[src/rtl/nle_pkg.sv]
package nle_pkg;

  localparam int unsigned NIB_W   = 4;
  localparam int unsigned INSTR_W = 13;

  typedef enum logic [1:0] {
    DST_REG  = 2'd0,
    DST_MEM  = 2'd1,
    DST_FLAG = 2'd2
  } dst_e;

  typedef enum logic [1:0] {
    SRC_REG = 2'd0,
    SRC_IMM = 2'd1,
    SRC_MEM = 2'd2
  } src_e;

  typedef enum logic {
    ST_ISSUE = 1'b0,
    ST_WBACK = 1'b1
  } state_e;

  typedef struct packed {
    logic             legal;
    logic             is_or;
    dst_e             dst;
    src_e             src;
    logic             dst_b;     // register destination: 0 = A, 1 = B
    logic             src_b;     // register source: 0 = A, 1 = B
    logic             use_y;     // memory operand pointer: 0 = X, 1 = Y
    logic             post_inc;
    logic [NIB_W-1:0] imm;
  } decode_t;

endpackage

[src/rtl/nle_decoder.sv]
module nle_decoder
  import nle_pkg::*;
(
  input  logic [INSTR_W-1:0] instr,
  output decode_t            dec
);

  localparam logic [4:0] MAJOR_LOGIC = 5'b11010;
  localparam logic [7:0] MAJOR_FLAG  = 8'b10000100;

  always_comb begin
    dec          = '0;
    dec.dst      = DST_REG;
    dec.src      = SRC_REG;
    dec.imm      = instr[3:0];
    if (instr[12:8] == MAJOR_LOGIC) begin
      dec.is_or = instr[7];
      unique case (instr[6:5])
        2'b11: begin
          if (!instr[3]) begin
            // register destination, register or memory source
            dec.legal    = 1'b1;
            dec.dst      = DST_REG;
            dec.dst_b    = instr[2];
            if (instr[4]) begin
              dec.src    = SRC_REG;
              dec.src_b  = instr[1];
            end else begin
              dec.src      = SRC_MEM;
              dec.use_y    = instr[1];
              dec.post_inc = instr[0];
            end
          end else if (!instr[4]) begin
            // accumulator into memory
            dec.legal    = 1'b1;
            dec.dst      = DST_MEM;
            dec.src      = SRC_REG;
            dec.src_b    = instr[2];
            dec.use_y    = instr[1];
            dec.post_inc = instr[0];
          end else begin
            dec.legal    = 1'b0;
          end
        end
        2'b10: begin
          dec.legal = 1'b1;
          dec.dst   = DST_REG;
          dec.src   = SRC_IMM;
          dec.dst_b = instr[4];
        end
        default: begin
          // immediate into memory
          dec.legal    = 1'b1;
          dec.dst      = DST_MEM;
          dec.src      = SRC_IMM;
          dec.use_y    = instr[5];
          dec.post_inc = instr[4];
        end
      endcase
    end else if (instr[12:5] == MAJOR_FLAG) begin
      dec.legal = 1'b1;
      dec.is_or = instr[4];
      dec.dst   = DST_FLAG;
      dec.src   = SRC_IMM;
    end
  end

endmodule

[src/rtl/nle_logic_unit.sv]
module nle_logic_unit #(
  parameter int unsigned W = 4
) (
  input  logic [W-1:0] lhs,
  input  logic [W-1:0] rhs,
  input  logic         is_or,
  output logic [W-1:0] res,
  output logic         zero
);

  for (genvar i = 0; i < W; i++) begin : g_bit
    assign res[i] = is_or ? (lhs[i] | rhs[i]) : (lhs[i] & rhs[i]);
  end

  assign zero = ~|res;

endmodule

[src/rtl/nle_arch_regs.sv]
module nle_arch_regs
  import nle_pkg::*;
#(
  parameter int unsigned AW = 8
) (
  input  logic             clk,
  input  logic             rst,
  input  logic             wr_a,
  input  logic             wr_b,
  input  logic [NIB_W-1:0] acc_in,
  input  logic             wr_flags,
  input  logic [NIB_W-1:0] flags_in,
  input  logic             wr_z,
  input  logic             z_in,
  input  logic [1:0]       ptr_inc,
  output logic [NIB_W-1:0] acc_a,
  output logic [NIB_W-1:0] acc_b,
  output logic [AW-1:0]    ptr0,
  output logic [AW-1:0]    ptr1,
  output logic [NIB_W-1:0] flag_q
);

  logic [AW-1:0] ptr_q [2];

  always_ff @(posedge clk) begin
    if (rst) begin
      acc_a <= '0;
      acc_b <= '0;
    end else begin
      if (wr_a) acc_a <= acc_in;
      if (wr_b) acc_b <= acc_in;
    end
  end

  always_ff @(posedge clk) begin
    if (rst) begin
      flag_q <= '0;
    end else if (wr_flags) begin
      flag_q <= flags_in;
    end else if (wr_z) begin
      flag_q[0] <= z_in;
    end
  end

  for (genvar p = 0; p < 2; p++) begin : g_ptr
    always_ff @(posedge clk) begin
      if (rst) begin
        ptr_q[p] <= '0;
      end else if (ptr_inc[p]) begin
        ptr_q[p] <= ptr_q[p] + AW'(1);
      end
    end
  end

  assign ptr0 = ptr_q[0];
  assign ptr1 = ptr_q[1];

endmodule

[src/rtl/nibble_logic_exec.sv]
module nibble_logic_exec
  import nle_pkg::*;
#(
  parameter int unsigned AW = 8
) (
  input  logic               clk,
  input  logic               rst,
  input  logic               instr_valid,
  input  logic [INSTR_W-1:0] instr,
  output logic               ready,
  output logic [AW-1:0]      mem_addr,
  input  logic [NIB_W-1:0]   mem_rdata,
  output logic [NIB_W-1:0]   mem_wdata,
  output logic               mem_we,
  output logic [NIB_W-1:0]   reg_a,
  output logic [NIB_W-1:0]   reg_b,
  output logic [AW-1:0]      ptr_x,
  output logic [AW-1:0]      ptr_y,
  output logic [NIB_W-1:0]   flags,
  output logic               retire,
  output logic               retire_long,
  output logic               illegal
);

  decode_t          dec;
  state_e           state_q;
  logic             accept;
  logic             exec_ok;
  logic [AW-1:0]    ptr_sel;
  logic [NIB_W-1:0] lhs;
  logic [NIB_W-1:0] rhs;
  logic [NIB_W-1:0] res;
  logic             res_zero;

  logic [AW-1:0]    addr_q;
  logic [NIB_W-1:0] wdata_q;
  logic             z_q;
  logic             inc_pend_q;
  logic             sel_y_q;
  logic             retire_q;
  logic             long_q;
  logic             illegal_q;

  logic             wr_a;
  logic             wr_b;
  logic             wr_flags;
  logic             wr_z;
  logic             z_in;
  logic [1:0]       ptr_inc;

  nle_decoder u_dec (
    .instr (instr),
    .dec   (dec)
  );

  assign accept  = instr_valid && (state_q == ST_ISSUE);
  assign exec_ok = accept && dec.legal;
  assign ptr_sel = dec.use_y ? ptr_y : ptr_x;

  // left operand: the value being overwritten
  always_comb begin
    unique case (dec.dst)
      DST_MEM:  lhs = mem_rdata;
      DST_FLAG: lhs = flags;
      default:  lhs = dec.dst_b ? reg_b : reg_a;
    endcase
  end

  // right operand: the source
  always_comb begin
    unique case (dec.src)
      SRC_IMM: rhs = dec.imm;
      SRC_MEM: rhs = mem_rdata;
      default: rhs = dec.src_b ? reg_b : reg_a;
    endcase
  end

  nle_logic_unit #(.W(NIB_W)) u_alu (
    .lhs   (lhs),
    .rhs   (rhs),
    .is_or (dec.is_or),
    .res   (res),
    .zero  (res_zero)
  );

  // architectural register write controls
  always_comb begin
    wr_a     = 1'b0;
    wr_b     = 1'b0;
    wr_flags = 1'b0;
    wr_z     = 1'b0;
    z_in     = res_zero;
    ptr_inc  = 2'b00;
    if (state_q == ST_WBACK) begin
      wr_z = 1'b1;
      z_in = z_q;
      if (inc_pend_q) ptr_inc[sel_y_q] = 1'b1;
    end else if (exec_ok) begin
      unique case (dec.dst)
        DST_REG: begin
          wr_a = !dec.dst_b;
          wr_b = dec.dst_b;
          wr_z = 1'b1;
          if (dec.src == SRC_MEM && dec.post_inc) ptr_inc[dec.use_y] = 1'b1;
        end
        DST_FLAG: wr_flags = 1'b1;
        default: ;
      endcase
    end
  end

  nle_arch_regs #(.AW(AW)) u_regs (
    .clk      (clk),
    .rst      (rst),
    .wr_a     (wr_a),
    .wr_b     (wr_b),
    .acc_in   (res),
    .wr_flags (wr_flags),
    .flags_in (res),
    .wr_z     (wr_z),
    .z_in     (z_in),
    .ptr_inc  (ptr_inc),
    .acc_a    (reg_a),
    .acc_b    (reg_b),
    .ptr0     (ptr_x),
    .ptr1     (ptr_y),
    .flag_q   (flags)
  );

  // sequencer for the read-modify-write forms
  always_ff @(posedge clk) begin
    if (rst) begin
      state_q    <= ST_ISSUE;
      addr_q     <= '0;
      wdata_q    <= '0;
      z_q        <= 1'b0;
      inc_pend_q <= 1'b0;
      sel_y_q    <= 1'b0;
    end else if (state_q == ST_WBACK) begin
      state_q    <= ST_ISSUE;
      inc_pend_q <= 1'b0;
    end else if (exec_ok && dec.dst == DST_MEM) begin
      state_q    <= ST_WBACK;
      addr_q     <= ptr_sel;
      wdata_q    <= res;
      z_q        <= res_zero;
      inc_pend_q <= dec.post_inc;
      sel_y_q    <= dec.use_y;
    end
  end

  always_ff @(posedge clk) begin
    if (rst) begin
      retire_q  <= 1'b0;
      long_q    <= 1'b0;
      illegal_q <= 1'b0;
    end else begin
      retire_q  <= (state_q == ST_WBACK) || (exec_ok && dec.dst != DST_MEM);
      long_q    <= (state_q == ST_WBACK);
      illegal_q <= accept && !dec.legal;
    end
  end

  assign ready       = (state_q == ST_ISSUE);
  assign mem_addr    = (state_q == ST_WBACK) ? addr_q : ptr_sel;
  assign mem_wdata   = wdata_q;
  assign mem_we      = (state_q == ST_WBACK);
  assign retire      = retire_q;
  assign retire_long = long_q;
  assign illegal     = illegal_q;

endmodule

[config.mk]
export PLATFORM = sky130hd
export DESIGN_NAME = nibble_logic_exec
export DESIGN_NICKNAME = d
export VERILOG_FILES = /design/src/rtl/nle_pkg.sv /design/src/rtl/nle_decoder.sv /design/src/rtl/nle_logic_unit.sv /design/src/rtl/nle_arch_regs.sv /design/src/rtl/nibble_logic_exec.sv
export SDC_FILE = /design/constraint.sdc
export NUM_CORES = 1
export LEC_CHECK = 0
export BUFFER_PORTS_ARGS = -buffer_cell sky130_fd_sc_hd__buf_2
export CAP_MARGIN = 20
export CORE_ASPECT_RATIO = 1.5
export CORE_UTILIZATION = 25
export CTS_CLUSTER_DIAMETER = 50
export DETAILED_ROUTE_END_ITERATION = 16
export GPL_ROUTABILITY_DRIVEN = 0
export HOLD_SLACK_MARGIN = 0.05
export PLACE_DENSITY = 0.47
export SYNTH_ARGS = -nofsm -noshare
export SYNTH_HDL_FRONTEND = slang
export SYNTH_SLANG_ARGS = --single-unit
[constraint.sdc]
create_clock -name clk -period 8.7 [get_ports clk]
set_input_delay 0.87 -clock clk [delete_from_list [all_inputs] [get_ports clk]]
set_output_delay 0.87 -clock clk [all_outputs]
set_load 0.01 [all_outputs]
==> summary.txt <==
CTS
  – Clock slew at the register clock pins of the worst setup and hold paths: 0.07 ns
  – Postcts setup bufs: 0
  – CTS root buffer: clkbuf_16
  – CTS tree: built
  – TritonCTS sink count: 47
  – Clock Tree Buf Depth: 2
  – Worst-Skew Late Latency: 0.29 ns
  – Htree depth: 2
  – Hold buffer count at cts: 0
  – Post-CTS resize count: 0
  – CTS Buf Count: 5

Synth
  – Yosys warning count: 0
  – Top cell type's share of synthesized area: 21.4%
  – Syn Inst Count: 309
  – Synth area leaders: dfxtp_1, edfxtp_1, mux2_2, mux2i_1, nor2_1
  – Synth area leader: dfxtp_1
  – Post-synth EDFFs: 16
  – Ys async rst share: 0%
  – Post-Syn Area: 2900 sq um
  – Synth cell types: 60
  – Top FF cell, synth: dfxtp_1
  – Seq/Total Area, Yosys: 37.9%
  – Post-Syn Nets: 336
  – Synthesized flop and latch total: 47
  – Avg Cell Area, Syn: 9.39 sq um

Layout
  – Final Cell Area: 3490 sq um
  – Layout cell share with drive strength beyond 1: 29.1%
  – Register cell area after layout: 1100 sq um
  – Most common cell after layout, fill and taps aside: buf_2
  – Multi-input logic area: 1670 sq um
  – Fillers: 1197
  – Number of diodes: 0
  – Most frequent cells in the layout: buf_2, nor2_1, dfxtp_1, nand2_1, mux2i_1
  – Synth-to-layout area growth: 20.3%
  – Final Non-Filler Cells: 511
  – NumNets Final: 390

Critical path
  – Largest fanout on the critical path: 11
  – R2r setup slk: 6.10 ns
  – Crit-path max cell delay: 0.60 ns
  – Largest delay share family, worst path: simple AND/OR/NAND/NOR gates
  – Worst Path Required: 7.83 ns
  – Critical path cell sequence: buf_2 -> or3b_2 -> nor2_1 -> and3_1 -> mux2_2 -> mux2_2 -> buf_2
  – Slowest CP cell: or3b_2
  – CP Capture Type: output port
  – Crit path DAT: between 3 and 4 ns
  – Setup Crit Path Kind: input pin to output port
  – Worst setup SP type: input pin
  – CP bufs+invs: 2

Die
  – Die Ht: roughly 130 um
  – Die area: ~12000 sq um
  – Core Area: 11200 sq um
  – Row count: 47
  – Initial Util: between 20 and 30%
  – Die W: between 80 and 90 um
  – Ports: 65

Pwr
  – Power Internal: 369 uW
  – Flop pwr share: 48.4%
  – Power Total: 483 uW
  – Net Sw Frac: 23.6%
  – Pwr Density: about 140 nW/um^2
  – P_leak: ~0.0015 uW
  – VDD IR max: 0.0651 mV
  – Clock Power Share: between 40 and 50%
  – Net Sw Power: 114 uW
  – Comb power frac: 7.7%

STA
  – Worst setup margin: around 4.6 ns
  – Crit share post-route: 47.6%
  – Hold Vio Cnt, Final: 0
  – Setup violators final: 0
  – Max-slew headroom: 52.2%
  – Worst clock skew: 0.00623 ns
  – Fin Setup TNS: 0 ns
  – RSZ-0062 raised after global routing: false
  – FMAX: 242 MHz
  – Worst-margin pin slew: 0.717 ns
  – Final Max Slew Viols: 0
  – Min Tclk post-route: 4.14 ns

GRT
  – Largest net degree at the start of global routing: 35
  – First-pass GRT wire length: 14000 um
  – Total GRT Usage: between 10% and 20%
  – Antenna violations before repair: 0
  – Vias in the first global route: approximately 2500
  – GRT overflow: 0

Run status
  – Outcome: finished clean

Detailed routing
  – First DRT Iteration DRCs: 75
  – Drt drc: 0
  – Routed WL: 8490 um
  – Avg WL per Cell: 16.6 um
  – Post-route ant nets: 0
  – Via Count: 2552
  – Vias per cell: 4.99
  – Drt first pass iters: 4

Place
  – Post-DP HPWL: around 6400 um
  – Placement Cell Area: 3320 sq um
  – DP Worst Slack: between 4 and 5 ns
  – Placed Instances: a little over 500
  – Port buffer count: between 60 and 70

Flow run
  – Total of max-cap violations: 0

Hold path
  – Min-delay worst type: flop to flop
Yosys cell counts, types with 2 or more instances:
cell type,count
and4b_1,2
clkbuf_1,9
and4_1,2
a211oi_1,3
nand3b_1,3
buf_2,5
xnor2_1,5
inv_1,12
nor2_2,8
and3_1,2
mux2_2,18
a2111oi_0,4
xor2_1,7
nor3_1,6
a221o_1,3
nand4b_1,2
and3b_1,2
maj3_1,2
dfxtp_1,31
o2111ai_1,2
nand3_1,12
a311oi_1,2
nor2b_1,6
nand2b_1,4
o21ai_0,8
a221oi_1,5
or2_1,2
nor2_1,37
ha_1,7
mux2i_1,19
a211o_1,2
nor3b_1,2
nand4_1,3
a21oi_1,12
a31oi_1,2
edfxtp_1,16
nand2_1,19
power by group through the flow:
stage / registers, uW / logic [uW] / clock network, uW
2_1_floorplan: 239 / 20.6 / 0
3_3_place_gp: 239 / 37.3 / 0
3_5_place_dp: 239 / 37.3 / 0
4_1_cts: 234 / 37.5 / 219
5_1_grt: 234 / 41.3 / 232
6_report: 234 / 37.4 / 212
kinds of logic (layout without fill, tap and decap cells):
| kind of cell | Yosys count | in the layout | synth area share [%] |
|---|---|---|---|
| AO/OA/AOI/OAI | 55 | 55 | 15.0 |
| XOR/XNOR | 12 | 12 | 3.62 |
| buffers and inverters | 30 | 85 | 4.48 |
| multiplexers | 37 | 37 | 13.5 |
| AND/OR/NAND/NOR | 119 | 119 | 21.7 |
| adder cells (fa/ha/maj) | 9 | 9 | 3.71 |
| flip-flops | 47 | 47 | 37.9 |
metrics by stage:
stage / util (%) / hold WS (ns)
3_5_place_dp: 29.8 / 0.458
5_1_grt: 31.2 / 0.514
2_1_floorplan: - / 0.428
6_report: 31.2 / 0.466
3_3_place_gp: 29.8 / 0.449
4_1_cts: 31.2 / 0.469
area by class of cell:
cell class | count | share of cell area [%]
clock inverter | 2 | 0.430
multi-input combinational | 232 | 47.9
timing repair buffer | 64 | 9.18
inverter | 13 | 1.40
clock buffer | 6 | 4.30
sequential | 47 | 31.6
tap | 147 | 5.27
tightest hold or removal path, cell delays in order, from the launching register on:
cell and delay [ns]:
dfxtp_1 0.31, nand2_1 0.05, a21oi_1 0.05
final timing paths:
check,startpoint,depth (start not counted),end
worst max register to register,mem_we,6,u_regs.ptr_q[0][5]
worst max-delay path,instr[8],7,mem_addr[0]
worst min-delay path,z_q,2,z_q
worst min register to register,z_q,2,z_q
state kept, by name, indices dropped and copies added, names as in the netlist, 4 cells and up:
signal,count
addr_q,8
u_regs.acc_a,4
u_regs.acc_b,4
mem_wdata,4
u_regs.ptr_q,16
u_regs.flag_q,4
routing by layer:
layer	GRT usage (%)	up-vias	share of wire, %	wire length, um
met2	27.3	74	53	4510
met5	0	-	0	0
met3	1.98	5	3.6	303
met1	17.5	1234	42	3600
met4	4.30	0	0.88	75
li1	-	1239	-	-
(Power assumes the default switching activity.)
